File: src/rtl/ldw_pkg.sv
package ldw_pkg;
  localparam int unsigned DESC_WORDS = 6;
  localparam int unsigned WORD_W     = 32;
  localparam int unsigned ELEM_BYTES = DESC_WORDS * (WORD_W / 8);

  // control word bit positions (software depends on these)
  localparam int unsigned CB_CYCLE     = 0;
  localparam int unsigned CB_LINK      = 1;
  localparam int unsigned CB_INVERT    = 2;
  localparam int unsigned CB_LOCAL_IE  = 3;
  localparam int unsigned CB_REMOTE_IE = 4;

  // word slots inside one element
  localparam int unsigned W_CTRL   = 0;
  localparam int unsigned W_SIZE   = 1;
  localparam int unsigned W_SRC_LO = 2;
  localparam int unsigned W_SRC_HI = 3;
  localparam int unsigned W_DST_LO = 4;
  localparam int unsigned W_DST_HI = 5;

  typedef enum logic [2:0] {
    ST_IDLE,
    ST_FETCH,
    ST_DECODE,
    ST_ISSUE,
    ST_WAIT_DONE,
    ST_LINK,
    ST_ABORT
  } walk_state_e;

  typedef logic [DESC_WORDS-1:0][WORD_W-1:0] desc_words_t;

  typedef struct packed {
    logic        hit;
    logic        link;
    logic        invert;
    logic        notify;
    logic        len_zero;
    logic [63:0] src;
    logic [63:0] dst;
    logic [31:0] len;
    logic [63:0] next_ptr;
  } desc_view_t;
endpackage

File: src/rtl/ldw_fetch.sv
module ldw_fetch
  import ldw_pkg::*;
#(
  parameter int unsigned AW = 32
) (
  input  logic          clk,
  input  logic          rst_n,
  input  logic          go,
  input  logic [AW-1:0] base,
  output logic          req_valid,
  input  logic          req_ready,
  output logic [AW-1:0] req_addr,
  input  logic          rsp_valid,
  input  logic [31:0]   rsp_data,
  input  logic          rsp_err,
  output logic          done,
  output logic          err,
  output desc_words_t   words
);
  localparam int unsigned IDX_W = $clog2(DESC_WORDS);
  localparam logic [IDX_W-1:0] LAST_IDX = IDX_W'(DESC_WORDS - 1);

  typedef enum logic [1:0] {F_IDLE, F_REQ, F_WAIT} fetch_state_e;

  fetch_state_e   fs;
  logic [IDX_W-1:0] idx;
  logic [AW-1:0]  base_q;

  assign req_valid = (fs == F_REQ);
  assign req_addr  = base_q + AW'({idx, 2'b00});

  always_ff @(posedge clk) begin
    if (!rst_n) begin
      fs     <= F_IDLE;
      idx    <= '0;
      base_q <= '0;
      done   <= 1'b0;
      err    <= 1'b0;
      words  <= '0;
    end else begin
      done <= 1'b0;
      err  <= 1'b0;
      case (fs)
        F_IDLE: begin
          if (go) begin
            idx    <= '0;
            base_q <= base;
            fs     <= F_REQ;
          end
        end
        F_REQ: begin
          if (req_ready) fs <= F_WAIT;
        end
        F_WAIT: begin
          if (rsp_valid) begin
            if (rsp_err) begin
              err <= 1'b1;
              fs  <= F_IDLE;
            end else begin
              words[idx] <= rsp_data;
              if (idx == LAST_IDX) begin
                done <= 1'b1;
                fs   <= F_IDLE;
              end else begin
                idx <= idx + 1'b1;
                fs  <= F_REQ;
              end
            end
          end
        end
        default: fs <= F_IDLE;
      endcase
    end
  end

  // a posted request keeps its address until taken
  a_r3_req_hold: assert property (@(posedge clk) disable iff (!rst_n)
    req_valid && !req_ready |=> req_valid && $stable(req_addr));

  // requests stay word aligned
  a_r3_req_aligned: assert property (@(posedge clk) disable iff (!rst_n)
    req_valid |-> req_addr[1:0] == 2'b00);

  // done and error never in the same cycle
  a_r3_done_err_excl: assert property (@(posedge clk) disable iff (!rst_n)
    !(done && err));
endmodule

File: src/rtl/ldw_decode.sv
module ldw_decode
  import ldw_pkg::*;
(
  input  desc_words_t words,
  input  logic        exp_cycle,
  output desc_view_t  view
);
  logic [WORD_W-1:0] ctrl;

  assign ctrl = words[W_CTRL];

  always_comb begin
    view.hit      = (ctrl[CB_CYCLE] == exp_cycle);
    view.link     = ctrl[CB_LINK];
    view.invert   = ctrl[CB_INVERT];
    view.notify   = ctrl[CB_LOCAL_IE] | ctrl[CB_REMOTE_IE];
    view.len      = words[W_SIZE];
    view.len_zero = (words[W_SIZE] == '0);
    view.src      = {words[W_SRC_HI], words[W_SRC_LO]};
    view.dst      = {words[W_DST_HI], words[W_DST_LO]};
    // a link element reuses the source slots for the jump target
    view.next_ptr = {words[W_SRC_HI], words[W_SRC_LO]};
  end
endmodule

File: src/rtl/ll_desc_walker.sv
module ll_desc_walker
  import ldw_pkg::*;
#(
  parameter int unsigned AW = 32
) (
  input  logic          clk,
  input  logic          rst_n,
  input  logic          db_ring,
  input  logic          db_load,
  input  logic [AW-1:0] db_ptr,
  input  logic          db_cycle,
  output logic          mem_req_valid,
  input  logic          mem_req_ready,
  output logic [AW-1:0] mem_req_addr,
  input  logic          mem_rsp_valid,
  input  logic [31:0]   mem_rsp_data,
  input  logic          mem_rsp_err,
  output logic          cmd_valid,
  input  logic          cmd_ready,
  output logic [63:0]   cmd_src,
  output logic [63:0]   cmd_dst,
  output logic [31:0]   cmd_len,
  input  logic          cpl_valid,
  output logic          irq_done,
  output logic          irq_abort,
  output logic [AW-1:0] st_ptr,
  output logic          st_cycle,
  output logic          st_busy
);
  localparam logic [AW-1:0] STEP = AW'(ELEM_BYTES);

  walk_state_e   state, state_n;
  logic [AW-1:0] ptr, ptr_n;
  logic          cyc, cyc_n;
  logic          fetch_go, f_done, f_err;
  desc_words_t   words;
  desc_view_t    view;

  ldw_fetch #(.AW(AW)) u_fetch (
    .clk       (clk),
    .rst_n     (rst_n),
    .go        (fetch_go),
    .base      (ptr_n),
    .req_valid (mem_req_valid),
    .req_ready (mem_req_ready),
    .req_addr  (mem_req_addr),
    .rsp_valid (mem_rsp_valid),
    .rsp_data  (mem_rsp_data),
    .rsp_err   (mem_rsp_err),
    .done      (f_done),
    .err       (f_err),
    .words     (words)
  );

  ldw_decode u_decode (
    .words     (words),
    .exp_cycle (cyc),
    .view      (view)
  );

  always_comb begin
    state_n = state;
    ptr_n   = ptr;
    cyc_n   = cyc;
    case (state)
      ST_IDLE: begin
        if (db_ring) begin
          state_n = ST_FETCH;
          if (db_load) begin
            ptr_n = {db_ptr[AW-1:2], 2'b00};
            cyc_n = db_cycle;
          end
        end
      end
      ST_FETCH: begin
        if (f_err)       state_n = ST_ABORT;
        else if (f_done) state_n = ST_DECODE;
      end
      ST_DECODE: begin
        if (!view.hit)         state_n = ST_IDLE;
        else if (view.link)    state_n = ST_LINK;
        else if (view.len_zero) state_n = ST_ABORT;
        else                   state_n = ST_ISSUE;
      end
      ST_ISSUE: begin
        if (cmd_ready) state_n = ST_WAIT_DONE;
      end
      ST_WAIT_DONE: begin
        if (cpl_valid) begin
          ptr_n   = ptr + STEP;
          state_n = ST_FETCH;
        end
      end
      ST_LINK: begin
        ptr_n   = {view.next_ptr[AW-1:2], 2'b00};
        if (view.invert) cyc_n = ~cyc;
        state_n = ST_FETCH;
      end
      ST_ABORT: state_n = ST_IDLE;
      default:  state_n = ST_IDLE;
    endcase
  end

  assign fetch_go = (state_n == ST_FETCH) && (state != ST_FETCH);

  always_ff @(posedge clk) begin
    if (!rst_n) begin
      state    <= ST_IDLE;
      ptr      <= '0;
      cyc      <= 1'b0;
      irq_done <= 1'b0;
    end else begin
      state    <= state_n;
      ptr      <= ptr_n;
      cyc      <= cyc_n;
      irq_done <= (state == ST_WAIT_DONE) && cpl_valid && view.notify;
    end
  end

  assign cmd_valid = (state == ST_ISSUE);
  assign cmd_src   = view.src;
  assign cmd_dst   = view.dst;
  assign cmd_len   = view.len;
  assign irq_abort = (state == ST_ABORT);
  assign st_ptr    = ptr;
  assign st_cycle  = cyc;
  assign st_busy   = (state != ST_IDLE);

  // a posted command is held unchanged until accepted
  a_r4_cmd_hold: assert property (@(posedge clk) disable iff (!rst_n)
    cmd_valid && !cmd_ready |=> cmd_valid && $stable(cmd_src)
      && $stable(cmd_dst) && $stable(cmd_len));

  // a command never carries a zero length
  a_r9_len_nonzero: assert property (@(posedge clk) disable iff (!rst_n)
    cmd_valid |-> cmd_len != '0);

  // no descriptor read while a command is posted
  a_r5_one_at_a_time: assert property (@(posedge clk) disable iff (!rst_n)
    cmd_valid |-> !mem_req_valid);

  // done interrupt is a single-cycle pulse
  a_r6_done_pulse: assert property (@(posedge clk) disable iff (!rst_n)
    irq_done |=> !irq_done);

  // abort interrupt is a single-cycle pulse and ends the run
  a_r10_abort_pulse: assert property (@(posedge clk) disable iff (!rst_n)
    irq_abort |=> !irq_abort && !st_busy);

  // the pointer is always word aligned
  a_r2_ptr_aligned: assert property (@(posedge clk) disable iff (!rst_n)
    st_ptr[1:0] == 2'b00);

  // a doorbell while busy leaves pointer and cycle alone
  a_r11_busy_ring: assert property (@(posedge clk) disable iff (!rst_n)
    st_busy && db_ring && state == ST_FETCH && !f_done && !f_err
      |=> $stable(st_ptr) && $stable(st_cycle));
endmodule

File: config.mk
export PLATFORM = sky130hd
export DESIGN_NAME = ll_desc_walker
export DESIGN_NICKNAME = d
export VERILOG_FILES = /design/src/rtl/ldw_pkg.sv /design/src/rtl/ldw_fetch.sv /design/src/rtl/ldw_decode.sv /design/src/rtl/ll_desc_walker.sv
export SDC_FILE = /design/constraint.sdc
export NUM_CORES = 1
export LEC_CHECK = 0
export CORE_MARGIN = 3
export CORE_UTILIZATION = 45
export CTS_CLUSTER_SIZE = 24
export DETAILED_ROUTE_END_ITERATION = 10
export PLACE_DENSITY = 0.81
export SYNTH_ARGS = -nofsm -noshare
export SYNTH_HDL_FRONTEND = slang
export SYNTH_SLANG_ARGS = --single-unit
File: constraint.sdc
create_clock -name clk -period 2.8 [get_ports clk]
set_input_delay 0.28 -clock clk [delete_from_list [all_inputs] [get_ports clk]]
set_output_delay 0.28 -clock clk [all_outputs]
set_load 0.03 [all_outputs]
Word level (Yosys, flattened, before mapping)
Index checks and enable logic that the tools add are counted.
{"block": "totals", "ff_bits": 268, "input_bits": 74, "out_inout_bits": 230, "word_cells": 96}
{"block": "op_classes", "add_sub_neg": 3, "magnitude_cmp": 2, "eq_ne": 20, "mux": 33, "bitwise": 6, "n_reduce_logical": 17}
{"op": "$bwmux 192", "n": 1}
{"op": "$mux 32", "n": 4}
{"op": "$demux 32 s3", "n": 1}
{"op": "$pmux 32 s3", "n": 1}
{"op": "$mux 3", "n": 12}
{"op": "$add 32x5->32", "n": 1}
{"op": "$add 32x5->32 const B", "n": 1}
{"op": "$logic_not 32->1", "n": 1}
{"op": "$pmux 3 s6", "n": 1}
{"op": "$eq 3x3->1 const B", "n": 4}
{"op": "$ne 2x2->1 const B", "n": 6}
{"op": "$reduce_and 3->1", "n": 3}
{"op": "$mux 2", "n": 4}
{"op": "$eq 3x1->1 const B", "n": 2}
{"op": "$eq 3x2->1 const B", "n": 2}
{"op": "$mux 1", "n": 6}
{"op": "$pmux 2 s3", "n": 1}
{"op": "$pmux 3 s2", "n": 1}
{"op": "$not 1->1", "n": 5}
{"op": "$reduce_and 5->1", "n": 1}
{"op": "$logic_and 1x1->1", "n": 4}
{"op": "$lt 3x4->1 const B", "n": 1}
{"op": "$ne 2x1->1 const B", "n": 2}
{"op": "$reduce_and 4->1", "n": 1}
{"op": "other kinds (14)", "n": 15}

Depth between registers and ports, before layout
{"block": "depth", "word_depth": 9, "mapped_depth": 8, "mapped_depth_nobuf": 8}

Modules after synthesis
Synthesis repeated with hierarchy kept, for this count alone.
{"block": "hier_totals", "hier_cells": 1770, "hier_area_um2": 14182.4}
{"module": "ldw_fetch", "n_inst": 1, "cells_per_inst": 1129, "area_per_inst_um2": 9365.2, "seq_area_each_um2": 4624.4}
{"module": "ll_desc_walker", "n_inst": 1, "cells_per_inst": 402, "area_per_inst_um2": 3032.9, "seq_area_each_um2": 740.7}
{"module": "ldw_decode", "n_inst": 1, "cells_per_inst": 239, "area_per_inst_um2": 1784.2, "seq_area_each_um2": 0.0}

Least setup slack after synthesis
No wires, ideal clock.
{"block": "synth_timing", "path_kind": "register to output", "start": "register u_fetch.idx[0]", "end": "output mem_req_addr[22]", "arrival_ns": 2.346, "required_ns": 2.520, "path_slack_ns": 0.174, "stages_incl_launch_ff": 9, "path_buffers": 0, "cell_sequence": "dfxtp_1 -> ha_1 -> inv_1 -> fa_1 -> nand2b_1 -> a21oi_1 -> nand3_1 -> nor2_1 -> xor2_1"}
{"block": "synth_between", "elab_chain_len": 1}
{"element": "start, declared", "line_no": "ldw_fetch.sv:26", "rtl": "logic [IDX_W-1:0] idx;"}
{"element": "start signal, assigned", "line_no": "ldw_fetch.sv:65", "rtl": "idx <= idx + 1'b1;"}
{"element": "$add 32x5->32", "line_no": "ldw_fetch.sv:30", "rtl": "assign req_addr = base_q + AW'({idx, 2'b00});"}
{"element": "end, declared", "line_no": "ll_desc_walker.sv:14", "rtl": "output logic [AW-1:0] mem_req_addr,"}
No other way between the ends.

Worst setup path after layout
{"block": "layout_timing", "start": "register u_fetch.base_q[2]", "end": "output mem_req_addr[30]"}
{"block": "layout_between", "elab_chain_len": 1}
{"element": "start, declared", "line_no": "ldw_fetch.sv:27", "rtl": "logic [AW-1:0] base_q;"}
{"element": "start signal, assigned", "line_no": "ldw_fetch.sv:47", "rtl": "base_q <= base;"}
{"element": "$add 32x5->32", "line_no": "ldw_fetch.sv:30"}
No other way between the ends.

==> flow_metrics.tcl <==
set metrics [dict create \
    status "finished clean" \
    ios 304 \
    drt-total-wl_um 42900 \
    grt.total_usage 0.278 \
    dieWidth_um 171 \
    place_area_mm2 0.0148 \
    clk_pin_slew_ns 0.06 \
    synth_seq_area_share 0.394 \
    grt_first_pass_wirelength_um 64600 \
    rr_startpoint "state[2]$_SDFF_PN0_" \
    synth_top_family_by_area "simple AND/OR/NAND/NOR gates" \
    drv_cap 0 \
    n_antenna_cell 0 \
    grt_max_degree 81 \
    cts_inserted_buffers 25 \
    clk_latency_ns 0.53 \
    place_hpwl_um 31000 \
    crit_path_end "mem_req_addr[30]" \
    power_density_mw_per_mm2 518 \
    design_area_mm2 0.0159 \
    setup_viol 0 \
    ctsHoldBuffers 0 \
    synth.area.mux_share 0.0128 \
    synth_area_per_cell_um2 7.72 \
    critPathKind "reg -> out" \
    syn_to_final_growth_pct 29.9 \
    grt_pass1_vias 11300 \
    synth_fa_ha_area_frac 0.00776 \
    rsz0062_at_grt "yes" \
    crit_required_ns 2.52 \
    ir_drop_uv 536 \
    vias 11900 \
    fin_util 0.602 \
    r2r-end "u_fetch.base_q[16]$_SDFFE_PN0P_" \
    hold_viol_final 0 \
    cts_tree "yes" \
    coreArea_mm2 0.0264 \
    die_h_um 171 \
    most-common-layout-cells "nand2_1, clkdlybuf4s50_1, dfxtp_1" \
    grt_overflow_total 0 \
    synth_edf_count 0 \
    clock_path_buffers 3 \
    min_period_over_period 0.977 \
    start_util 0.463 \
    dpl_worst_slack_ns 0.162 \
    port_buffers 301 \
    firstDrtPassIters 8 \
    critPathLaunchType "flip-flop" \
    worst_pin_slew_ns 0.673 \
    hold_class "in -> reg" \
    clockRootBuffer "clkbuf_16" \
    slew_viol_final 0 \
    yosys_warnings 0 \
    rows 59 \
    critPathArrivalTime_ns 2.45 \
    synth_compound_area_frac 0.190 \
    critPathLaunch "u_fetch.base_q[2]$_SDFFE_PN0P_" \
    ys.flop_type "dfxtp_1" \
    fin_ws_ns 0.0653 \
    fmax_mhz 366 \
    reg2reg_slack_ns 0.34 \
    ys_types 84 \
    endpoint_kind "output port" \
    synth_seq_cells 241 \
    relSlewSlack 0.546 \
    drive_above_1_share 0.109 \
    wl_per_cell_um 20.8 \
    drc 0 \
    fin_tns_setup_ns 0 \
    cts_max_level 1 \
    fin_skew_ns 0.0159 \
    layout.nets 1795 \
    layout_commonest_cell "nand2_1" \
    syn_nets 1667 \
    synth-simple-area-share 0.231 \
    syn_area_mm2 0.0122 \
    p_leak_nw 5.61 \
    syn_inst 1586 \
    clock-sinks 241 \
    finalCriticalPeriod_ns 2.73 \
    worstPathMaxFanout 5 \
    antenna_found_initial 0 \
    final_antenna_net_count 0 \
    synth_xor_area_frac 0.0222 \
    drtIter0Drc 1092 \
    die_area_mm2 0.0292 \
    synthArstFlopShare 0 \
    place_congestion 0.956 \
    reg2reg_depth 7 \
    vias_per_cell 5.75 \
]
-- layer usage --
metal | part of all wire | vias up | GRT usage
li1 | - | 5529 | -
met2 | 0.46 | 588 | 0.454
met4 | 0.033 | 0 | 0.0899
met5 | 0 | - | 0
met1 | 0.40 | 5671 | 0.361
met3 | 0.10 | 92 | 0.0721
-- kinds of logic after synthesis --
logic type	count (synthesis)
compound gates	377
xor+xnor	31
flops	241
fa+ha+maj	7
buf+inv	292
simple gates	623
mux	15
-- synthesized netlist by cell type, types with 4 or more instances --
master    count  share of area
nand2_1     401           0.12
dfxtp_1     241           0.39
a21oi_1     201          0.082
buf_4       163           0.10
clkbuf_1     74          0.023
nor2_1       50          0.015
o21ai_0      47          0.019
buf_2        26          0.011
nand3_1      25          0.010
and3_1       24          0.012
inv_1        21         0.0064
nor3_1       20         0.0082
xnor2_1      20          0.014
a31oi_1      19         0.0097
nand4_1      19         0.0097
mux2i_1      13          0.011
nor4_1       13         0.0066
and2_1       12         0.0061
a211oi_1     11         0.0067
xor2_1       11         0.0079
a21o_1       10         0.0061
and4_1        8         0.0057
a21boi_0      7         0.0043
nand2b_1      7         0.0036
o22ai_1       7         0.0036
o31ai_1       7         0.0043
ha_1          6         0.0061
nand3b_1      6         0.0037
o221ai_1      5         0.0036
o32ai_2       5         0.0066
or3_1         5         0.0026
a22oi_1       4         0.0025
nand4b_1      4         0.0029
nor3b_1       4         0.0025
o21a_1        4         0.0025
o311ai_0      4         0.0029
-- registers in the layout, summed over array words and instances (netlist names) --
signal / flops
irq_done: 1
st_cycle: 1
st_ptr: 32
state: 3
u_fetch.base_q: 32
u_fetch.done: 1
u_fetch.err: 1
u_fetch.fs: 2
u_fetch.idx: 3
u_fetch.words: 165
-- what timing repair did --
action                                 CTS  global route
pin swaps                                7             8
endpoints found under the hold margin    0             0
setup buffers                            3             0
setup endpoints to repair               18            13
gates resized for setup                 33            19
gates cloned                             0             0
-- layout make-up --
class | count | area [um2]
inverter | 24 | 95.1
tap | 335 | 419
clock buffer | 36 | 707
multi-input combinational | 1053 | 5870
fill | 2271 | 10500
sequential | 241 | 4830
clock inverter | 8 | 143
timing repair buffer | 369 | 3850
-- power breakdown --
part	total, mW	switching [mW]	leakage [nW]	internal (mW)
combinational	1.14	0.633	3.25	0.505
sequential	3.61	0.110	1.95	3.50
clock	3.49	1.38	0.414	2.11
-- how the worst min path moves through the flow --
| stage | start | endpoint | cells after the start |
|---|---|---|---|
| CTS | mem_rsp_err | u_fetch.err$_SDFF_PN0_ | 2 |
| global route | mem_rsp_err | u_fetch.err$_SDFF_PN0_ | 2 |
| finish | mem_rsp_err | u_fetch.err$_SDFF_PN0_ | 2 |
| floorplan | mem_rsp_data[4] | u_fetch.words[100]$_SDFFE_PN0P_ | 2 |
| detailed placement | u_fetch.words[163]$_SDFFE_PN0P_ | u_fetch.words[163]$_SDFFE_PN0P_ | 2 |
| global placement | u_fetch.base_q[0]$_SDFFE_PN0P_ | u_fetch.base_q[0]$_SDFFE_PN0P_ | 2 |
-- critical path: stages (launching register included) --
cell and delay, ns:
dfxtp_2 0.35, ha_4 0.14, inv_2 0.03, fa_2 0.34
nand2b_4 0.15, a21oi_2 0.13, buf_6 0.15, nand3_4 0.14
nor2_1 0.16, xnor2_1 0.18, buf_12 0.16
-- through the flow --
stage,total power [mW],hold WS [ns],std cells
2_1_floorplan,4.21,0.416,1586
3_3_place_gp,4.77,0.439,2019
3_5_place_dp,4.78,0.447,2019
4_1_cts,8.26,0.406,2066
5_1_grt,8.49,0.409,2066
6_report,8.24,0.440,2066
(Power assumes the default switching activity.)
